**src/rtl/pd_lock_pkg.sv**
```systemverilog
package pd_lock_pkg;

  localparam int LOOP_MAIN = 0;
  localparam int LOOP_AUX  = 1;
  localparam int NUM_LOOPS = 2;

  // Strobes a detector datapath hands to the lock control each cycle.
  typedef struct packed {
    logic done;   // both flags set: comparison ends at this edge
    logic clean;  // accumulated single-flag time below the slip limit
    logic slip;   // single-flag time reaches the slip limit this cycle
  } pdStrobe_t;

  typedef enum logic [1:0] {
    SEL_LOCK = 2'b00,
    SEL_REF  = 2'b01,
    SEL_AUX  = 2'b10,
    SEL_MAIN = 2'b11
  } testSel_e;

endpackage

```
**src/rtl/pd_pfd_core.sv**
```systemverilog
module pd_pfd_core
  import pd_lock_pkg::*;
#(
  parameter int SLIP_LIMIT = 1,
  parameter int EXCESS_MAX = 7
) (
  input  logic      clk,
  input  logic      rstN,
  input  logic      en,
  input  logic      refN,
  input  logic      divN,
  output logic      up,
  output logic      dn,
  output pdStrobe_t strobe
);

  localparam int EXCESS_W = $clog2(EXCESS_MAX + 1);
  localparam logic [EXCESS_W-1:0] EXCESS_TOP = EXCESS_W'(EXCESS_MAX);

  logic refPrevQ, divPrevQ;
  logic upQ, dnQ;
  logic [EXCESS_W-1:0] excessQ;
  logic refFall, divFall, bothSet, oneSet;

  // Edge detection against the level seen at the previous edge.
  assign refFall = refPrevQ & ~refN;
  assign divFall = divPrevQ & ~divN;
  assign bothSet = upQ & dnQ;
  assign oneSet  = upQ ^ dnQ;

  always_ff @(posedge clk or negedge rstN) begin
    if (!rstN) begin
      refPrevQ <= 1'b1;
      divPrevQ <= 1'b1;
    end else begin
      refPrevQ <= refN;
      divPrevQ <= divN;
    end
  end

  always_ff @(posedge clk or negedge rstN) begin
    if (!rstN) begin
      upQ     <= 1'b0;
      dnQ     <= 1'b0;
      excessQ <= '0;
    end else if (!en || bothSet) begin
      upQ     <= 1'b0;
      dnQ     <= 1'b0;
      excessQ <= '0;
    end else begin
      upQ <= upQ | refFall;
      dnQ <= dnQ | divFall;
      if (oneSet && excessQ != EXCESS_TOP) excessQ <= excessQ + 1'b1;
    end
  end

  assign up = upQ;
  assign dn = dnQ;

  always_comb begin
    strobe.done  = en & bothSet;
    strobe.clean = int'(excessQ) < SLIP_LIMIT;
    strobe.slip  = en & oneSet & ((int'(excessQ) + 1) >= SLIP_LIMIT);
  end

endmodule

```
**src/rtl/pd_lock_ctrl.sv**
```systemverilog
module pd_lock_ctrl
  import pd_lock_pkg::*;
#(
  parameter int LOOPS       = NUM_LOOPS,
  parameter int LOCK_CYCLES = 4
) (
  input  logic                  clk,
  input  logic                  rstN,
  input  logic [LOOPS-1:0]      en,
  input  pdStrobe_t [LOOPS-1:0] strobes,
  output logic                  lock
);

  localparam int CNT_W = $clog2(LOCK_CYCLES + 1);
  localparam logic [CNT_W-1:0] CNT_TOP = CNT_W'(LOCK_CYCLES);

  logic [LOOPS-1:0] loopOk;
  logic lockQ;

  for (genvar g = 0; g < LOOPS; g++) begin : g_loop
    logic [CNT_W-1:0] cntQ, cntD;

    always_comb begin
      cntD = cntQ;
      if (!en[g] || strobes[g].slip) begin
        cntD = '0;
      end else if (strobes[g].done) begin
        if (!strobes[g].clean)   cntD = '0;
        else if (cntQ != CNT_TOP) cntD = cntQ + 1'b1;
      end
    end

    always_ff @(posedge clk or negedge rstN) begin
      if (!rstN) cntQ <= '0;
      else       cntQ <= cntD;
    end

    assign loopOk[g] = !en[g] || (cntD == CNT_TOP);
  end

  always_ff @(posedge clk or negedge rstN) begin
    if (!rstN) lockQ <= 1'b0;
    else       lockQ <= &loopOk;
  end

  assign lock = lockQ;

endmodule

```
**src/rtl/pd_test_sel.sv**
```systemverilog
module pd_test_sel
  import pd_lock_pkg::*;
(
  input  logic       clk,
  input  logic       rstN,
  input  logic [1:0] sel,
  input  logic       lock,
  input  logic       refN,
  input  logic       auxDivN,
  input  logic       mainDivN,
  output logic       testOut
);

  testSel_e selE;
  logic pick, outQ;

  assign selE = testSel_e'(sel);

  always_comb begin
    unique case (selE)
      SEL_LOCK: pick = lock;
      SEL_REF:  pick = ~refN;
      SEL_AUX:  pick = auxDivN;
      SEL_MAIN: pick = mainDivN;
      default:  pick = 1'b0;
    endcase
  end

  always_ff @(posedge clk or negedge rstN) begin
    if (!rstN) outQ <= 1'b0;
    else       outQ <= pick;
  end

  assign testOut = outQ;

endmodule

```
**src/rtl/pd_phase_lock.sv**
```systemverilog
module pd_phase_lock
  import pd_lock_pkg::*;
#(
  parameter int LOCK_CYCLES = 4,
  parameter int SLIP_LIMIT  = 1,
  parameter int EXCESS_MAX  = 7
) (
  input  logic       clk,
  input  logic       rstN,
  input  logic       enMain,
  input  logic       enAux,
  input  logic       refMainN,
  input  logic       divMainN,
  input  logic       refAuxN,
  input  logic       divAuxN,
  input  logic [1:0] testSel,
  output logic       upMain,
  output logic       dnMain,
  output logic       upAux,
  output logic       dnAux,
  output logic       lockOut,
  output logic       testOut
);

  logic [NUM_LOOPS-1:0] enVec, refVec, divVec, upVec, dnVec;
  pdStrobe_t [NUM_LOOPS-1:0] strobes;
  logic lockInt;

  assign enVec[LOOP_MAIN]  = enMain;
  assign enVec[LOOP_AUX]   = enAux;
  assign refVec[LOOP_MAIN] = refMainN;
  assign refVec[LOOP_AUX]  = refAuxN;
  assign divVec[LOOP_MAIN] = divMainN;
  assign divVec[LOOP_AUX]  = divAuxN;

  for (genvar g = 0; g < NUM_LOOPS; g++) begin : g_pfd
    pd_pfd_core #(
      .SLIP_LIMIT(SLIP_LIMIT),
      .EXCESS_MAX(EXCESS_MAX)
    ) core_i (
      .clk   (clk),
      .rstN  (rstN),
      .en    (enVec[g]),
      .refN  (refVec[g]),
      .divN  (divVec[g]),
      .up    (upVec[g]),
      .dn    (dnVec[g]),
      .strobe(strobes[g])
    );
  end

  pd_lock_ctrl #(
    .LOOPS      (NUM_LOOPS),
    .LOCK_CYCLES(LOCK_CYCLES)
  ) lock_i (
    .clk    (clk),
    .rstN   (rstN),
    .en     (enVec),
    .strobes(strobes),
    .lock   (lockInt)
  );

  pd_test_sel sel_i (
    .clk     (clk),
    .rstN    (rstN),
    .sel     (testSel),
    .lock    (lockInt),
    .refN    (refMainN),
    .auxDivN (divAuxN),
    .mainDivN(divMainN),
    .testOut (testOut)
  );

  assign upMain  = upVec[LOOP_MAIN];
  assign dnMain  = dnVec[LOOP_MAIN];
  assign upAux   = upVec[LOOP_AUX];
  assign dnAux   = dnVec[LOOP_AUX];
  assign lockOut = lockInt;

endmodule

```
**config.mk**
```make
export PLATFORM = sky130hd
export DESIGN_NAME = pd_phase_lock
export DESIGN_NICKNAME = d
export VERILOG_FILES = /design/src/rtl/pd_lock_pkg.sv /design/src/rtl/pd_pfd_core.sv /design/src/rtl/pd_lock_ctrl.sv /design/src/rtl/pd_test_sel.sv /design/src/rtl/pd_phase_lock.sv
export SDC_FILE = /design/constraint.sdc
export NUM_CORES = 1
export LEC_CHECK = 0
export BUFFER_PORTS_ARGS = -buffer_cell sky130_fd_sc_hd__buf_2
export CAP_MARGIN = 25
export CORE_UTILIZATION = 50
export DETAILED_ROUTE_END_ITERATION = 6
export PLACE_DENSITY = 0.73
export SKIP_LAST_GASP = 1
export SLEW_MARGIN = 5
export SYNTH_ARGS = -nofsm -noshare
export SYNTH_HDL_FRONTEND = slang
export SYNTH_SLANG_ARGS = --single-unit
```
**constraint.sdc**
```tcl
create_clock -name clk -period 1.88 [get_ports clk]
set_input_delay 0 -clock clk [delete_from_list [all_inputs] [get_ports clk]]
set_output_delay 0 -clock clk [all_outputs]
set_load 0.005 [all_outputs]
```
==> flow_summary.ini, run 1 <==
[final_layout]
layout-drive-gt1-share_pct = 25.9
layout_common_cells = dfrtp_1, nor2_1, inv_1, buf_2, ha_1
fin_util_pct = 66.9
fin_cells = 175
final_common_cell = dfrtp_1
diodes = 0
finalNetCount = 170
areaGrowthSynthToFinish_pct = 26.5
fin_area_um2 = 1470

[placed_design]
place.gp.congestion = 0.712
place_inst = 157
portBuffers = 15
detailed_place.area_um2 = 1280
dp_hpwl_um = 1650

[routing]
vias_per_cell = 5.15
antenna_left = 0
wire_per_inst_um = 13.6
num_vias = 901
drc_errors = 0
wl_um = 2390
dr.pass1.iters = 4
drt_iter0_drc = 4

[clocking]
cts.sinks = 22
cts.path.max_buffers = 2
tritoncts = done
cts-root-buf = clkbuf_4
h-tree-depth = 1
clk_latency_ns = 0.31
cts_buffers = 3
clk_pin_slew_worst_paths_ns = 0.12

[synth]
synthesis.area_um2 = 1160
synth_fp_nets = 135
post_synth.cell_area_avg_um2 = 10.3
synth_seq_area_share_pct = 47.9
syn_inst = 113
yosys_warnings = 0
yosysUniqueCellTypes = 29
ys_ff_latch = 22

[grt]
antenna_found_initial = 0
grt_max_degree = 23
grt_use_total_pct = 21.5
grt.overflow.total = 0
grt_pass1_wl_um = 3840
grt_pass1_vias = 868

[timing]
fin_skew_ns = 0.0126
period_share_pct = 98.7
worstMarginPinSlew_ns = 0.475
min_period_ns = 1.86
hold_violations = 0
fmax_ghz = 0.539
slew_violations = 0
setup_viol = 0
timing.setup.tns_ns = 0
relSlewSlack_pct = 68.3

[floorplanning]
coreArea_um2 = 2190
die_area_um2 = 2510
dieHeight_um = 50.1
die_x_um = 50.1
io_pins = 16
start_util_pct = 52.9
fp-row-count = 17

[power]
vdd_drop_max_mv = 0.523
internal_power_uw = 684
swShare_pct = 28.0
p_clk_share_pct = 23.1
switching_power_uw = 266
power_density_nw_per_um2 = 649
seqPwrFrac_pct = 55.0
power_frac_comb_pct = 22.0
leakage_nw = 0.688
finalPower_uw = 950

[critical_path]
worstSetupPathType = flip-flop to flip-flop
crit_slowest_cell = dfrtp_1
cp-end-kind = flip-flop
cp_cell_sequence = ha_1 > ha_1 > nor2_1 > a41oi_2 > nor2_1 > nand4bb_1 > a22oi_2
crit_fanout = 5
arrival_ns = 2.08
startpoint_type = flip-flop
crit_required_ns = 2.11
cp_slowest_stage_delay_ns = 0.45

[job]
maxCapViolCount = 0

[min_path]
hold_path_class = input pin to flip-flop

[run_status]
status = finished, final reports clean
-- through the flow --
step | hold slack (ns) | setup WS [ns]
6_report | 0.0410 | 0.0248
5_1_grt | 0.0369 | -0.0318
4_1_cts | 0.0167 | 0.000881
3_5_place_dp | -0.0140 | -0.0468
3_3_place_gp | -0.0149 | 0.0775
2_1_floorplan | -0.296 | 0.127
-- flip-flops by register name, indices dropped and copies added (netlist names) --
register / cells
lock_i.g_loop.cntQ: 6
g_pfd.core_i.dn: 2
g_pfd.core_i.up: 2
g_pfd.core_i.refPrevQ: 2
g_pfd.core_i.excessQ: 6
g_pfd.core_i.divPrevQ: 2
sel_i.testOut: 1
lock_i.lock: 1
-- final cells by class --
class | count | area (um^2)
Multi-Input combinational cell | 76 | 584
Inverter | 15 | 56.3
Fill cell | 184 | 726
Tap cell | 28 | 35.0
Sequential cell | 22 | 556
Clock buffer | 4 | 26.3
Timing Repair Buffer | 30 | 208
-- cells in the mapped netlist --
master	number	share of area, %
inv_1	15	4.9
nand4_1	1	0.54
dfstp_2	4	9.1
a21oi_1	9	3.9
nor3_1	4	1.7
nand4bb_1	1	0.97
and2_1	1	0.54
a31oi_1	1	0.54
o21ai_1	2	0.86
or3_1	2	1.1
ha_1	12	13
mux2i_1	2	1.7
nand3b_1	1	0.65
a21oi_2	1	0.76
o21ai_0	1	0.43
nor2b_2	1	0.76
nor2_1	17	5.5
dfrtp_1	18	39
a2111oi_2	1	1.3
o2bb2ai_1	1	0.76
nand4b_1	2	1.5
nand3_1	3	1.3
nand2_1	4	1.3
nand2b_1	1	0.54
nor2b_1	1	0.54
xnor2_1	4	3.0
mux4_2	1	1.9
a41oi_2	1	1.4
a22oi_1	1	0.65
-- cells by family after synthesis --
family,synth area share (%)
AND/OR/NAND/NOR,17.0
flip-flops,47.9
multiplexers,3.67
XOR/XNOR,3.02
adder cells (fa/ha/maj),13.0
buffers and inverters,4.86
AO/OA/AOI/OAI,10.6
-- worst paths after layout --
check / from / endpoint / slack, ns / depth (start not counted)
min in group asynchronous: rstN / g_pfd[0].core_i.excessQ[0] / 0.16 / 2
max: g_pfd[1].core_i.excessQ[0] / lock_i.lock / 0.02 / 7
max in group asynchronous: rstN / g_pfd[1].core_i.divPrevQ / 1.35 / 2
min reg2reg: g_pfd[0].core_i.dn / g_pfd[0].core_i.dn / 0.54 / 2
max reg2reg: g_pfd[1].core_i.excessQ[0] / lock_i.lock / 0.02 / 7
min: testSel[0] / sel_i.testOut / 0.04 / 2
-- critical path: cells and delay by family (launching register included) --
family          cells  cell delay, ns
compound gates      2            0.35
fa+ha+maj           2            0.55
flops               1            0.45
simple gates        3            0.41
-- layer usage --
metal,vias up,global-route usage [%],routed length [um]
li1,453,-,-
met1,432,25.4,1030
met2,12,37.6,1270
met3,4,2.73,43
met4,0,11.4,54
met5,-,0,0
-- repair_timing --
action                                 in CTS  in global routing
hold buffers                                8                  0
pin swaps                                   1                  6
setup buffers                               1                  5
gates resized for setup                     2                  4
setup endpoints to repair                   1                  1
endpoints found under the hold margin      29                  0
cloned                                      0                  0
-- power groups by stage --
stage	Clock, mW	Sequential, mW	Combinational, mW
4_1_cts	0.225	0.523	0.187
3_5_place_dp	0	0.533	0.164
6_report	0.219	0.522	0.209
3_3_place_gp	0	0.529	0.155
2_1_floorplan	0	0.531	0.0977
5_1_grt	0.243	0.526	0.233
Note: power is estimated with default switching activity, not from simulation.
==> run 2: changes to the inputs <==
- CTS_BUF_LIST: default -> sky130_fd_sc_hd__clkbuf_16
- PLACE_DENSITY: 0.73 -> default
- PLACE_DENSITY_LB_ADDON: default -> 0.08
==> flow_summary.ini, run 2 (same netlist as run 1, synthesis figures left out) <==
[power]
power_density_nw_per_um2 = 781
finalPower_mw = 1.16
vdd_drop_max_mv = 0.597
leakage_nw = 0.685

[final_layout]
fill_cells = 169
largestRegisters = g_pfd.core_i.excessQ (6), lock_i.g_loop.cntQ (6)
diodes = 0
layout_common_cells = dfrtp_1, nor2_1, inv_1, buf_2, ha_1
layout-drive-gt1-share_pct = 25.4
finalNetCount = 165
final_common_cell = dfrtp_1
areaGrowthSynthToFinish_pct = 27.8
fin_area_um2 = 1480

[critical_path]
startpoint_type = flip-flop
crit_buf_inv = 0
cp_slowest_stage_delay_ns = 0.40
crit_slowest_cell = dfrtp_1
r2r-end = lock_i.lock
crit_cells = 7
cp-end-kind = flip-flop
cp_cell_sequence = ha_2 > ha_4 > nor2_2 > a31oi_4 > a2111oi_4 > nand3b_1 > a22oi_1
crit_required_ns = 2.05
r2r_cells = 7
crit_fanout = 3
critPathTopFamily = compound AO/OA/AOI/OAI gates
worstSetupPathType = flip-flop to flip-flop
arrival_ns = 2.00
timing.rr.start = g_pfd[0].core_i.excessQ[1]
reg2reg_slack_ns = 0.05

[job]
maxCapViolCount = 0

[timing]
relSlewSlack_pct = 68.1
worstMarginPinSlew_ns = 0.479
setup_viol = 0
period_share_pct = 97.4
timing.setup.tns_ns = 0
fmax_ghz = 0.546
hold_violations = 0
slew_violations = 0
min_period_ns = 1.83
fin_skew_ns = 0.000959

[min_path]
min_from = enAux
hold_path_class = input pin to flip-flop
hold_depth = 2
hold-path-endpoint = lock_i.lock

[grt]
grt_use_total_pct = 19.5
antenna_found_initial = 0
grt_pass1_wl_um = 3610
grt.overflow.total = 0
grt_pass1_vias = 885
grt_max_degree = 23

[routing]
drc_errors = 0
vias_per_cell = 5.32
antenna_left = 0
wl_um = 2350
num_vias = 904
drt_iter0_drc = 22
wire_per_inst_um = 13.8
dr.pass1.iters = 4

[floorplanning]
die_x_um = 50.1
dieHeight_um = 50.1
start_util_pct = 52.9
coreArea_um2 = 2190
fp-row-count = 17
die_area_um2 = 2510
io_pins = 16

[clocking]
cts.path.max_buffers = 2
h-tree-depth = 1
clk_pin_slew_worst_paths_ns = 0.06
tritoncts = done
cts_buffers = 3
cts-root-buf = clkbuf_16
clk_latency_ns = 0.25
cts.sinks = 22

[placed_design]
detailed_place.area_um2 = 1280
dp_hpwl_um = 1580
place.gp.congestion = 0.806
portBuffers = 15

[run_status]
status = finished, final reports clean
-- run 2: cell types whose count changed in the layout (fill, tap and decap cells not counted), moves of 2 or more --
| cell | previous run | this run |
|---|---|---|
| dlygate4sd3_1 | 8 | 5 |
| clkbuf_4 | 3 | 0 |
| buf_4 | 7 | 5 |
| clkbuf_16 | 0 | 3 |
-- run 2: layout make-up --
class	instances	area, um^2	share of cell area (%)
multi-input combinational	76	592	40.0
sequential	22	556	37.5
timing repair buffer	25	163	11.0
clock buffer	3	75.1	5.07
inverter	15	56.3	3.80
tap	28	35.0	2.37
clock inverter	1	3.75	0.254
-- run 2: what timing repair did --
action                                 4_1_cts  5_1_grt
setup endpoints to repair                    1        1
endpoints found under the hold margin       22        0
hold buffers                                 5        0
resized for setup                            0        6
buffers inserted                             0        3
pin swaps                                    1        4
-- run 2: worst max-delay path by stage --
stage / from / endpoint / slack (ns)
CTS: g_pfd[0].core_i.excessQ[1] / lock_i.lock / 0.04
floorplan: g_pfd[0].core_i.excessQ[0] / lock_i.lock / 0.13
finish: g_pfd[0].core_i.excessQ[1] / lock_i.lock / 0.05
detailed placement: g_pfd[0].core_i.excessQ[1] / lock_i.lock / -0.02
global placement: g_pfd[0].core_i.excessQ[1] / lock_i.lock / 0.02
global route: g_pfd[0].core_i.excessQ[1] / lock_i.lock / -0.05
-- run 2: routing by layer --
layer	global-route usage [%]	share of wire, %	up-vias
met2	33.8	54	10
met5	0	0	-
met3	2.73	1.3	4
met4	10.0	1.3	0
li1	-	-	448
met1	23.2	44	442
-- run 2: stage by stage --
| step | hold slack [ns] | setup WS [ns] | std cells | utilization [%] |
|---|---|---|---|---|
| finish | 0.0386 | 0.0493 | 170 | 67.6 |
| global route | 0.0363 | -0.0527 | 170 | 67.6 |
| CTS | 0.0297 | 0.0427 | 167 | 64.5 |
| detailed placement | -0.0147 | -0.0234 | 158 | 58.6 |
| global placement | -0.0181 | 0.0198 | 158 | 58.6 |
| floorplan | -0.296 | 0.127 | 113 | - |
-- run 2: worst register-to-register path: stages, from the launching register on --
cell       delay, ns
dfrtp_1         0.40
ha_2            0.22
ha_4            0.23
nor2_2          0.14
a31oi_4         0.13
a2111oi_4       0.36
nand3b_1        0.13
a22oi_1         0.14
-- run 2: power by group --
part / switching (mW) / internal (mW) / total (mW)
registers: 0.0183 / 0.503 / 0.521
logic: 0.107 / 0.0895 / 0.196
clock network: 0.156 / 0.283 / 0.439
total: 0.281 / 0.876 / 1.16
==> run 3: changes to the inputs <==
- HOLD_SLACK_MARGIN: default -> 0.12
- REMOVE_ABC_BUFFERS: default -> 1
- SLEW_MARGIN: 5 -> default
==> flow_summary.ini, run 3 (same netlist as run 1, synthesis figures left out) <==
[critical_path]
r2r_cells = 7
crit_cells = 7
cp_slowest_stage_delay_ns = 0.40
critPathTopFamily = compound AO/OA/AOI/OAI gates
cp_cell_sequence = ha_2 > ha_4 > nor2_4 > a31oi_4 > a2111oi_4 > nand3b_1 > a22oi_1
crit_required_ns = 2.04
arrival_ns = 2.00
worstSetupPathType = flip-flop to flip-flop
crit_slowest_cell = dfrtp_1
crit_fanout = 3
crit_buf_inv = 0
startpoint_type = flip-flop
cp-end-kind = flip-flop

[timing]
period_share_pct = 98.1
min_period_ns = 1.84
fin_skew_ns = 0.00130
fmax_ghz = 0.542
setup_viol = 0
hold_slack_ns = 0.237
worstMarginPinSlew_ns = 0.472
slew_violations = 0
hold_violations = 0
relSlewSlack_pct = 68.5

[grt]
grt.overflow.total = 0
antenna_found_initial = 0
grt_pass1_wl_um = 3680
grt_max_degree = 23
grt_use_total_pct = 19.9
grt_pass1_vias = 898

[power]
leakage_nw = 0.701
power_density_nw_per_um2 = 767
finalPower_mw = 1.17
vdd_drop_max_mv = 0.622

[clocking]
cts.sinks = 22
clk_latency_ns = 0.25
cts_buffers = 3
clk_pin_slew_worst_paths_ns = 0.06
h-tree-depth = 1
cts-root-buf = clkbuf_16
tritoncts = done
cts.path.max_buffers = 2

[run_status]
status = finished, final reports clean

[routing]
wl_um = 2380
antenna_left = 0
drt_iter0_drc = 16
drc_errors = 0
vias_per_cell = 5.24
dr.pass1.iters = 4
num_vias = 912
wire_per_inst_um = 13.7

[final_layout]
largestRegisters = g_pfd.core_i.excessQ (6), lock_i.g_loop.cntQ (6)
fin_area_um2 = 1530
finalNetCount = 169
layout-drive-gt1-share_pct = 25.3
fill_cells = 165
multiInputGateArea_um2 = 599
layout.area.seq_um2 = 556
areaGrowthSynthToFinish_pct = 31.9
final_common_cell = dfrtp_1
fin_cells = 174
diodes = 0
layout_common_cells = dfrtp_1, nor2_1, inv_1, buf_2
fin_util_pct = 69.7

[floorplanning]
fp-row-count = 17
coreArea_um2 = 2190
die_area_um2 = 2510
start_util_pct = 52.9
dieHeight_um = 50.1
io_pins = 16
die_x_um = 50.1

[placed_design]
place.gp.congestion = 0.806
place_inst = 158
detailed_place.area_um2 = 1280
portBuffers = 15
dp_hpwl_um = 1580

[job]
maxCapViolCount = 0

[min_path]
hold_path_class = input pin to async pin
[run 3: cell types whose count changed in the layout (fill, tap and decap cells not counted)]
cell	previous run	this run
nor2_2	1	0
nor2_4	0	1
ha_1	10	9
dlygate4sd3_1	5	9
ha_2	1	2
[run 3: final cells by class]
| class | instances | share of cell area [%] |
|---|---|---|
| clock inverter | 1 | 0.246 |
| inverter | 15 | 3.69 |
| sequential | 22 | 36.4 |
| tap | 28 | 2.29 |
| multi-input combinational | 76 | 39.2 |
| timing repair buffer | 29 | 13.3 |
| clock buffer | 3 | 4.91 |
[run 3: report_power, final]
part | internal [mW] | total, mW | leakage (nW) | switching, mW
sequential | 0.503 | 0.521 | 0.285 | 0.0180
combinational | 0.0998 | 0.210 | 0.378 | 0.111
clock | 0.283 | 0.440 | 0.0385 | 0.157
total | 0.886 | 1.17 | 0.701 | 0.286
[run 3: what timing repair did]
action,CTS,global route
buffers inserted,0,3
hold endpoints to repair,34,0
resized for setup,0,8
endpoints found under the setup margin,1,1
hold buffers,9,0
pin swaps,1,6
[run 3: metal layers]
metal  track usage [%]  routed length (um)  vias to the layer above
li1                  -                   -                      457
met1              23.8                1080                      445
met2              34.4                1230                        6
met3              2.73                  30                        4
met4              10.0                  31                        0
met5                 0                   0                        -
[run 3: final timing paths]
check	start	to	slack [ns]
worst max register to register	g_pfd[0].core_i.excessQ[1]	lock_i.lock	0.04
worst min register to register	g_pfd[1].core_i.up	g_pfd[1].core_i.up	0.54
max in group asynchronous	rstN	g_pfd[1].core_i.refPrevQ	1.29
worst min-delay path	rstN	lock_i.g_loop[1].cntQ[0]	0.24
min in group clk	refAuxN	g_pfd[1].core_i.refPrevQ	0.40
worst max-delay path	g_pfd[0].core_i.excessQ[1]	lock_i.lock	0.04
[run 3: stage by stage]
| step | worst slack [ns] | setup TNS [ns] |
|---|---|---|
| after floorplan | 0.127 | 0 |
| after global placement | 0.0198 | 0 |
| after detailed placement | -0.0234 | -0.0234 |
| after CTS | 0.0427 | 0 |
| after global routing | -0.0465 | -0.0465 |
| final | 0.0352 | 0 |
